File: config.mk
export PLATFORM = sky130hd
export DESIGN_NAME = xirq_ctrl
export DESIGN_NICKNAME = d
export VERILOG_FILES = /design/src/rtl/xirq_pkg.sv /design/src/rtl/xirq_sync.sv /design/src/rtl/xirq_chan.sv /design/src/rtl/xirq_regs.sv /design/src/rtl/xirq_ctrl.sv
export SDC_FILE = /design/constraint.sdc
export NUM_CORES = 1
export LEC_CHECK = 0
export BUFFER_PORTS_ARGS = -buffer_cell sky130_fd_sc_hd__buf_2
export CORE_ASPECT_RATIO = 0.8
export CORE_UTILIZATION = 54
export DETAILED_ROUTE_END_ITERATION = 8
export PLACE_DENSITY = 0.73
export SYNTH_ARGS = -nofsm -noshare
export SYNTH_HDL_FRONTEND = slang
export SYNTH_SLANG_ARGS = --single-unit
File: constraint.sdc
create_clock -name clk -period 2.83 [get_ports clk]
set_input_delay 0.7075 -clock clk [delete_from_list [all_inputs] [get_ports clk]]
set_output_delay 0.7075 -clock clk [all_outputs]
set_load 0.1 [all_outputs]
File: src/rtl/xirq_pkg.sv
package xirq_pkg;
   localparam int DATA_W  = 32;
   localparam int SENSE_W = 6;

   // register byte offsets
   localparam int OFF_REQ_STAT = 'h000;
   localparam int OFF_EN_CLR   = 'h004;
   localparam int OFF_EN_SET   = 'h008;
   localparam int OFF_DETECT   = 'h100;
   localparam int OFF_LEVEL    = 'h104;
   localparam int OFF_CFG_BASE = 'h180;

   // sense field bit positions
   localparam int SNS_LOW  = 0;
   localparam int SNS_HIGH = 1;
   localparam int SNS_FALL = 2;
   localparam int SNS_RISE = 3;

   function automatic logic sense_hit(input logic [SENSE_W-1:0] mode,
                                      input logic cur, input logic prv);
      return (mode[SNS_LOW]  & ~cur)        |
             (mode[SNS_HIGH] &  cur)        |
             (mode[SNS_FALL] &  prv & ~cur) |
             (mode[SNS_RISE] & ~prv &  cur);
   endfunction
endpackage

File: src/rtl/xirq_sync.sv
module xirq_sync #(
   parameter int W      = 4,
   parameter int STAGES = 2
) (
   input  logic         clk,
   input  logic         rst_n,
   input  logic [W-1:0] d_i,
   output logic [W-1:0] q_o
);
   logic [W-1:0] stg_q [STAGES];

   always_ff @(posedge clk or negedge rst_n) begin
      if (!rst_n) stg_q[0] <= '0;
      else        stg_q[0] <= d_i;
   end

   for (genvar s = 1; s < STAGES; s++) begin : g_stage
      always_ff @(posedge clk or negedge rst_n) begin
         if (!rst_n) stg_q[s] <= '0;
         else        stg_q[s] <= stg_q[s-1];
      end
   end

   assign q_o = stg_q[STAGES-1];
endmodule

File: src/rtl/xirq_chan.sv
module xirq_chan
   import xirq_pkg::*;
(
   input  logic               clk,
   input  logic               rst_n,
   input  logic               lvl_i,
   input  logic [SENSE_W-1:0] sense_i,
   input  logic               clr_i,
   input  logic               en_i,
   output logic               det_o,
   output logic               req_o
);
   logic prev_q, det_q, req_q, set_evt;
   logic unused_sense;

   assign unused_sense = ^sense_i[SENSE_W-1:4];
   assign set_evt      = sense_hit(sense_i, lvl_i, prev_q);

   always_ff @(posedge clk or negedge rst_n) begin
      if (!rst_n) begin
         prev_q <= 1'b0;
         det_q  <= 1'b0;
         req_q  <= 1'b0;
      end else begin
         prev_q <= lvl_i;
         det_q  <= set_evt | (det_q & ~clr_i);
         req_q  <= det_q & en_i;
      end
   end

   assign det_o = det_q;
   assign req_o = req_q;

   // a new event wins over a simultaneous clear
   p_set_wins_r11: assert property (@(posedge clk) disable iff (!rst_n)
      set_evt |=> det_q);
   // a clear with no competing event empties the bit
   p_w1c_r6: assert property (@(posedge clk) disable iff (!rst_n)
      (clr_i && !set_evt) |=> !det_q);
   // field 0 never latches
   p_code0_silent_r3: assert property (@(posedge clk) disable iff (!rst_n)
      (sense_i[3:0] == 4'd0 && !det_q) |=> !det_q);
   // edge-only modes do not re-latch without a transition
   p_edge_once_r4: assert property (@(posedge clk) disable iff (!rst_n)
      (sense_i[1:0] == 2'd0 && lvl_i == prev_q && !det_q) |=> !det_q);
endmodule

File: src/rtl/xirq_regs.sv
module xirq_regs
   import xirq_pkg::*;
#(
   parameter int NUM_IN = 4,
   parameter int ADDR_W = 9
) (
   input  logic                            clk,
   input  logic                            rst_n,
   input  logic                            reg_wr,
   input  logic [ADDR_W-1:0]               reg_addr,
   input  logic [DATA_W-1:0]               reg_wdata,
   output logic [DATA_W-1:0]               reg_rdata,
   input  logic [NUM_IN-1:0]               det_i,
   input  logic [NUM_IN-1:0]               lvl_i,
   output logic [NUM_IN-1:0]               en_o,
   output logic [NUM_IN-1:0]               det_clr_o,
   output logic [NUM_IN-1:0][SENSE_W-1:0]  sense_o
);
   localparam int IDX_W = 5;

   logic [NUM_IN-1:0]              en_q, set_mask, clr_mask;
   logic [NUM_IN-1:0][SENSE_W-1:0] cfg_q;
   logic                           cfg_hit;
   logic [IDX_W-1:0]               cfg_idx;
   logic                           unused_wdata;

   assign unused_wdata = ^reg_wdata;

   function automatic logic at(input logic [ADDR_W-1:0] a, input int off);
      return a == ADDR_W'(off);
   endfunction

   assign cfg_idx = reg_addr[IDX_W+1:2];
   assign cfg_hit = (reg_addr[1:0] == 2'b00) &&
                    ((reg_addr >> 7) == ADDR_W'(OFF_CFG_BASE >> 7)) &&
                    (int'(cfg_idx) < NUM_IN);

   assign set_mask  = (reg_wr && at(reg_addr, OFF_EN_SET)) ? reg_wdata[NUM_IN-1:0] : '0;
   assign clr_mask  = (reg_wr && at(reg_addr, OFF_EN_CLR)) ? reg_wdata[NUM_IN-1:0] : '0;
   assign det_clr_o = (reg_wr && at(reg_addr, OFF_DETECT)) ? reg_wdata[NUM_IN-1:0] : '0;

   always_ff @(posedge clk or negedge rst_n) begin
      if (!rst_n) en_q <= '0;
      else        en_q <= (en_q | set_mask) & ~clr_mask;
   end

   for (genvar n = 0; n < NUM_IN; n++) begin : g_cfg
      always_ff @(posedge clk or negedge rst_n) begin
         if (!rst_n)
            cfg_q[n] <= '0;
         else if (reg_wr && cfg_hit && int'(cfg_idx) == n)
            cfg_q[n] <= reg_wdata[SENSE_W-1:0];
      end
   end

   always_comb begin
      reg_rdata = '0;
      if (cfg_hit)
         reg_rdata = DATA_W'(cfg_q[cfg_idx]);
      else if (at(reg_addr, OFF_REQ_STAT))
         reg_rdata = DATA_W'(det_i & en_q);
      else if (at(reg_addr, OFF_EN_CLR))
         reg_rdata = DATA_W'(en_q);
      else if (at(reg_addr, OFF_DETECT))
         reg_rdata = DATA_W'(det_i);
      else if (at(reg_addr, OFF_LEVEL))
         reg_rdata = DATA_W'(lvl_i);
   end

   assign en_o    = en_q;
   assign sense_o = cfg_q;

   // set location raises every addressed bit
   p_en_set_r7: assert property (@(posedge clk) disable iff (!rst_n)
      (set_mask != '0) |=> ((en_q & $past(set_mask)) == $past(set_mask)));
   // clear location drops every addressed bit
   p_en_clr_r7: assert property (@(posedge clk) disable iff (!rst_n)
      (clr_mask != '0) |=> ((en_q & $past(clr_mask)) == '0));
   // write decodes are mutually exclusive
   p_one_target_r1: assert property (@(posedge clk) disable iff (!rst_n)
      $countones({|set_mask, |clr_mask, |det_clr_o}) <= 1);
endmodule

File: src/rtl/xirq_ctrl.sv
module xirq_ctrl
   import xirq_pkg::*;
#(
   parameter int NUM_IN      = 32,
   parameter int ADDR_W      = 9,
   parameter int SYNC_STAGES = 2
) (
   input  logic              clk,
   input  logic              rst_n,
   input  logic [NUM_IN-1:0] pin_i,
   input  logic              reg_wr,
   input  logic [ADDR_W-1:0] reg_addr,
   input  logic [31:0]       reg_wdata,
   output logic [31:0]       reg_rdata,
   output logic [NUM_IN-1:0] req_o
);
   if (NUM_IN < 1 || NUM_IN > 32) begin : g_bad_num
      $error("xirq_ctrl: NUM_IN must lie in 1..32");
   end
   if (ADDR_W < 9) begin : g_bad_addr
      $error("xirq_ctrl: ADDR_W must be at least 9");
   end
   if (SYNC_STAGES < 2) begin : g_bad_sync
      $error("xirq_ctrl: SYNC_STAGES must be at least 2");
   end

   logic [NUM_IN-1:0]              lvl, det, en, det_clr;
   logic [NUM_IN-1:0][SENSE_W-1:0] sense;

   xirq_sync #(.W(NUM_IN), .STAGES(SYNC_STAGES)) u_sync (
      .clk   (clk),
      .rst_n (rst_n),
      .d_i   (pin_i),
      .q_o   (lvl)
   );

   xirq_regs #(.NUM_IN(NUM_IN), .ADDR_W(ADDR_W)) u_regs (
      .clk       (clk),
      .rst_n     (rst_n),
      .reg_wr    (reg_wr),
      .reg_addr  (reg_addr),
      .reg_wdata (reg_wdata),
      .reg_rdata (reg_rdata),
      .det_i     (det),
      .lvl_i     (lvl),
      .en_o      (en),
      .det_clr_o (det_clr),
      .sense_o   (sense)
   );

   for (genvar n = 0; n < NUM_IN; n++) begin : g_chan
      xirq_chan u_chan (
         .clk     (clk),
         .rst_n   (rst_n),
         .lvl_i   (lvl[n]),
         .sense_i (sense[n]),
         .clr_i   (det_clr[n]),
         .en_i    (en[n]),
         .det_o   (det[n]),
         .req_o   (req_o[n])
      );

      // a request needs the enable one edge earlier
      p_req_gated_r10: assert property (@(posedge clk) disable iff (!rst_n)
         req_o[n] |-> $past(en[n]));
      // a request needs a latched event one edge earlier
      p_req_event_r10: assert property (@(posedge clk) disable iff (!rst_n)
         req_o[n] |-> $past(det[n]));
   end
endmodule

# After elaboration in Yosys (flattened, before gate mapping)
# Cells that the tools add are included.
[totals] regBits=384 output_inout_bits=64
[classes] order_cmp=1 mux=10 reduce_logical=40 bitwise=484 eq_ne=36
[op_table] op="$and 1x1->1" n=256
[op_table] op="$mux 32" n=8
[op_table] op="$or 1x1->1" n=128
[op_table] op="$not 1->1" n=96
[op_table] op="$eq 5x5->1 const B" n=16
[op_table] op="$and 32x32->32" n=2
[op_table] op="$eq 5x4->1 const B" n=8
[op_table] op="$logic_and 1x1->1" n=37
[op_table] op="$not 32->32" n=1
[op_table] op="$or 32x32->32" n=1
[op_table] op="$bmux 6 s5" n=1
[op_table] op="$eq 5x3->1 const B" n=4
[op_table] op="$eq 9x9->1 const B" n=2
[op_table] op="$eq 5x2->1 const B" n=2
[op_table] op="$eq 9x3->1 const B" n=1
[op_table] op="$eq 9x4->1 const B" n=1
[op_table] op="$logic_not 9->1" n=1
[op_table] op="$lt 5x6->1 const B" n=1
[op_table] op="$mux 6" n=1
[op_table] op="$eq 5x1->1 const B" n=1
[op_table] op="$logic_not 5->1" n=1
[op_table] op="$eq 2x2->1 const B" n=1
[op_table] op="$logic_not 2->1" n=1

# Depth between registers and ports, before layout
[logic_depth] word_depth=6 depth_mapped=9 ltp_nobuf=5

# Cells and area by module
# From an unflattened synthesis, not the netlist that was laid out.
[unflattened] hier_cells=1258 hier_area_um2=16833.6
[by_module_without_submodules] mod="xirq_regs" area_each_um2=11388.4 cells_per_inst=874 instances=1
[by_module_without_submodules] mod="xirq_chan" area_each_um2=112.6 cells_per_inst=9 instances=32
[by_module_without_submodules] mod="xirq_sync" area_each_um2=1841.8 cells_per_inst=96 instances=1

# Least setup slack after synthesis
# No wires, ideal clock.
[synth_timing] path_type="in2out" startpoint="input reg_addr[2]" endpoint="output reg_rdata[10]" required_ns=2.122 path_buffers=3 t_arrival_ns=4.017 cell_stages=7 slack_ns=-1.895 path_cell_list="buf_4 > nor4_4 > and3_1 > buf_2 > buf_2 > a21oi_1 > o21ai_0"
[synth_via] elab_chain_cells=6 elab_cells_between_ends=9 cone_classes="eq/ne (3); mux (5); reduce/logical (1)"
[synth_rtl] element="start: declaration" line="xirq_ctrl.sv:12" source="input logic [ADDR_W-1:0] reg_addr,"
[synth_rtl] element="$eq 9x9->1" line="xirq_regs.sv:30" source="return a == ADDR_W'(off);"
[synth_rtl] element="$mux 32" line="xirq_regs.sv:66" source="else if (at(reg_addr, OFF_LEVEL))"
[synth_rtl] element="$mux 32" line="xirq_regs.sv:64" source="else if (at(reg_addr, OFF_DETECT))"
[synth_rtl] element="$mux 32" line="xirq_regs.sv:62" source="else if (at(reg_addr, OFF_EN_CLR))"
[synth_rtl] element="$mux 32 *" line="xirq_regs.sv:60" source="else if (at(reg_addr, OFF_REQ_STAT))"
[synth_rtl] element="$mux 32 *" line="xirq_regs.sv:58" source="if (cfg_hit)"
[synth_rtl] element="end: declaration" line="xirq_ctrl.sv:14" source="output logic [31:0] reg_rdata,"
# Every way passes the cells marked *; elsewhere a longest branch is shown, timed or not.

# Final worst setup path
[layout_timing] startpoint="input reg_addr[4]" endpoint="output reg_rdata[11]"
# The elaborated chain is that of the path after synthesis.

==> flow_metrics.py <==
metrics = {
    "outcome": {
        "status": "finished with violations",
        "violations": "negative setup slack",
    },
    "critical_path": {
        "cpMostUsedCell": "buf_6",
        "cp-start-kind": "primary input",
        "cpLargestDelayFamily": "buffers and inverters",
        "cp.required_ns": 2.12,
        "critPathArrivalTime_ns": 2.54,
        "cp_cell_sequence": "buf_8, or4b_4, buf_6, buf_6, nor3_4, buf_6, clkbuf_16, a22oi_1, o21ai_4, buf_12",
        "slowest_stage": "or4b_4",
        "end_kind": "output port",
        "max_stage_delay_ns": 0.56,
        "cp_num_buf_inv": 6,
        "critPathMaxFanout": 6,
        "critPathKind": "in2out",
    },
    "cells_and_area": {
        "n_antenna_cell": 0,
        "nNetsFinal": 1547,
        "seqCellArea_um2": 9610,
        "fillers": 2072,
        "syn_to_final_growth_pct": 26.3,
        "fin_area_um2": 21000,
        "drive_above_1_share": 0.441,
        "multiInputGateArea_um2": 6730,
        "fin_util": 0.692,
    },
    "die": {
        "io_pins": 140,
        "dieArea_um2": 31400,
        "start_util": 0.547,
        "die_h_um": 159,
        "rows": 57,
        "die_x_um": 198,
        "core_um2": 30300,
    },
    "detailed_routing": {
        "route.met2.wl_um": 21400,
        "viasPerCell": 5.95,
        "top_layer_used": "met4",
        "m1WireLength_um": 19700,
        "route.met3.wl_um": 2560,
        "antenna_left": 0,
        "drtPass1Iterations": 5,
        "wl_per_cell_um": 23.4,
        "route.detailed.drc": 0,
        "first_iter_violations": 839,
        "vias": 11400,
        "wirelength_um": 44600,
    },
    "clock_tree": {
        "cts_buffers": 38,
        "root_buffer": "clkbuf_16",
        "cts.path.max_buffers": 3,
        "clk_latency_ns": 0.53,
        "cts_tree": "built",
        "clkTransAtPathRegs_ns": 0.06,
        "ctsHoldBuffers": 0,
        "h-tree-depth": 2,
        "cts.sinks": 384,
    },
    "job": {
        "maxCapViolCount": 0,
    },
    "placed_design": {
        "portBuffers": 139,
        "place_area_um2": 19100,
        "dp_hpwl_um": 28600,
        "gp_congestion": 0.927,
    },
    "logic_synthesis": {
        "avgSynthCellArea_um2": 13.1,
        "synth_top_family_by_area": "multiplexers",
        "synth-edff-count": 0,
        "ys.flop_type": "dfrtp_1",
        "ys_top_cells_by_count": "384 x dfrtp_1, 192 x mux2_2, 162 x a21oi_1",
        "syn_area_um2": 16600,
        "synth_mux_area_frac": 0.198,
        "synth_area_leaders": "dfrtp_1 58%, mux2_2 13%, mux4_2 6.4%",
        "synth-simple-area-share": 0.0633,
        "synth_seq_cells": 384,
        "yosys.area_share.adder": 0,
        "synth_cell_types": 49,
        "ys_async_sr_fraction": 1.00,
        "synth_top_area_cell": "dfrtp_1",
        "synth_compound_area_frac": 0.111,
        "synth_fp_nets": 1340,
        "yosysTopAreaCellShare": 0.579,
        "synth_xor_area_frac": 0,
        "ys_warn_count": 0,
        "synthCells": 1264,
        "yosysSeqAreaShare": 0.579,
        "synthMostInstantiatedCell": "dfrtp_1",
    },
    "min_path": {
        "min_path_type": "in2async",
    },
    "timing": {
        "rsz0062_at_grt": "true",
        "fin_crit_sh": 1.15,
        "fin_ws_ns": -0.414,
        "hold_slack_ns": 0.123,
        "clock_skew_ns": 0.00721,
        "hold_violations": 0,
        "worst_slew_pin_slew_ns": 0.917,
        "setup_violations": 32,
        "report.final.slew_viol_count": 0,
        "fin_setup_tns_ns": -11.85,
        "layout_min_cycle_time_ns": 3.24,
        "timing.fmax_mhz": 308,
        "max-slew-margin-rel": 0.389,
    },
    "global_routing": {
        "grt_pass1_wl_um": 68400,
        "antenna_found_initial": 0,
        "gr-usage-all-layers": 0.285,
        "grt_start_max_net_pins": 61,
        "grt-ovfl-total": 0,
        "grt_pass1_vias": 11800,
    },
    "power_and_ir_drop": {
        "total_power_w": 0.0118,
        "cellLeakagePower_nw": 9.51,
        "vdd_drop_max_v": 0.000392,
        "power_density_nw_per_um2": 564,
    },
}
flip-flops by register name (all words and copies together), names as in the netlist:
signal / cells
u_regs.sense_o: 192
g_chan.u_chan.prev_q: 32
g_chan.u_chan.req_o: 32
g_chan.u_chan.det_o: 32
u_sync.q_o: 32
u_regs.en_o: 32
u_sync.stg_q: 32
metal layers:
layer / track usage / up-vias
met3: 0.0478 / 68
met2: 0.452 / 363
met1: 0.416 / 5968
li1: - / 4968
met4: 0.0634 / 0
met5: 0 / -
power breakdown:
part           internal [W]  total [W]  switching [W]
clock network       0.00309    0.00517        0.00208
logic              0.000335   0.000871       0.000536
registers           0.00566    0.00579       0.000129
cells by family after synthesis:
| family | count (synthesis) |
|---|---|
| multiplexers | 245 |
| AND/OR/NAND/NOR | 172 |
| flip-flops | 384 |
| buffers and inverters | 155 |
| AO/OA/AOI/OAI | 308 |
cell usage in the layout, fill, tap and decap left out, types with 32 or more instances in the layout:
cell type / n
and2_1: 33
dfrtp_1: 384
a21oi_1: 156
mux4_2: 47
a211oi_1: 32
inv_1: 58
buf_2: 101
mux2_2: 191
buf_12: 52
a21o_1: 32
nand2_1: 47
clkbuf_16: 47
buf_4: 85
worst register-to-register path: stages (launching register included):
cell      delay (ns)
dfrtp_1         0.44
a211oi_1        0.25
a21oi_1         0.12
a21o_1          0.19
area by class of cell:
type                    instances  area share
flip-flops and latches        384       0.458
clock inverters                 6     0.00400
inverters                      58      0.0104
multi-input cells             725       0.321
clock buffers                  61      0.0573
repair buffers                264       0.124
well taps                     413      0.0247
timing repair:
item,4_1_cts,5_1_grt
hold endpoints to repair,0,0
buffers inserted,12,4
gates resized for setup,26,48
pin swaps,10,11
setup endpoints to repair,32,32
gates cloned,1,6
through the flow:
step | instances | setup WS [ns]
6_report | 1911 | -0.414
5_1_grt | 1911 | -0.478
4_1_cts | 1901 | -0.387
3_5_place_dp | 1821 | -0.559
3_3_place_gp | 1821 | -0.597
2_1_floorplan | 1264 | -0.481
final timing paths:
path | endpoint | slack, ns | cells past startpoint | startpoint
min in group clk | u_sync.stg_q[63] | 0.28 | 1 | pin_i[31]
hold / removal | g_chan[9].u_chan.req_o | 0.12 | 1 | rst_n
setup / recovery | reg_rdata[11] | -0.41 | 10 | reg_addr[4]
max in group asynchronous | g_chan[12].u_chan.req_o | 1.93 | 2 | rst_n
hold reg to reg | u_sync.q_o[1] | 0.35 | 0 | u_sync.stg_q[33]
setup reg to reg | g_chan[26].u_chan.det_o | 1.72 | 3 | u_sync.q_o[26]
Power figures use the tool's default switching activity.
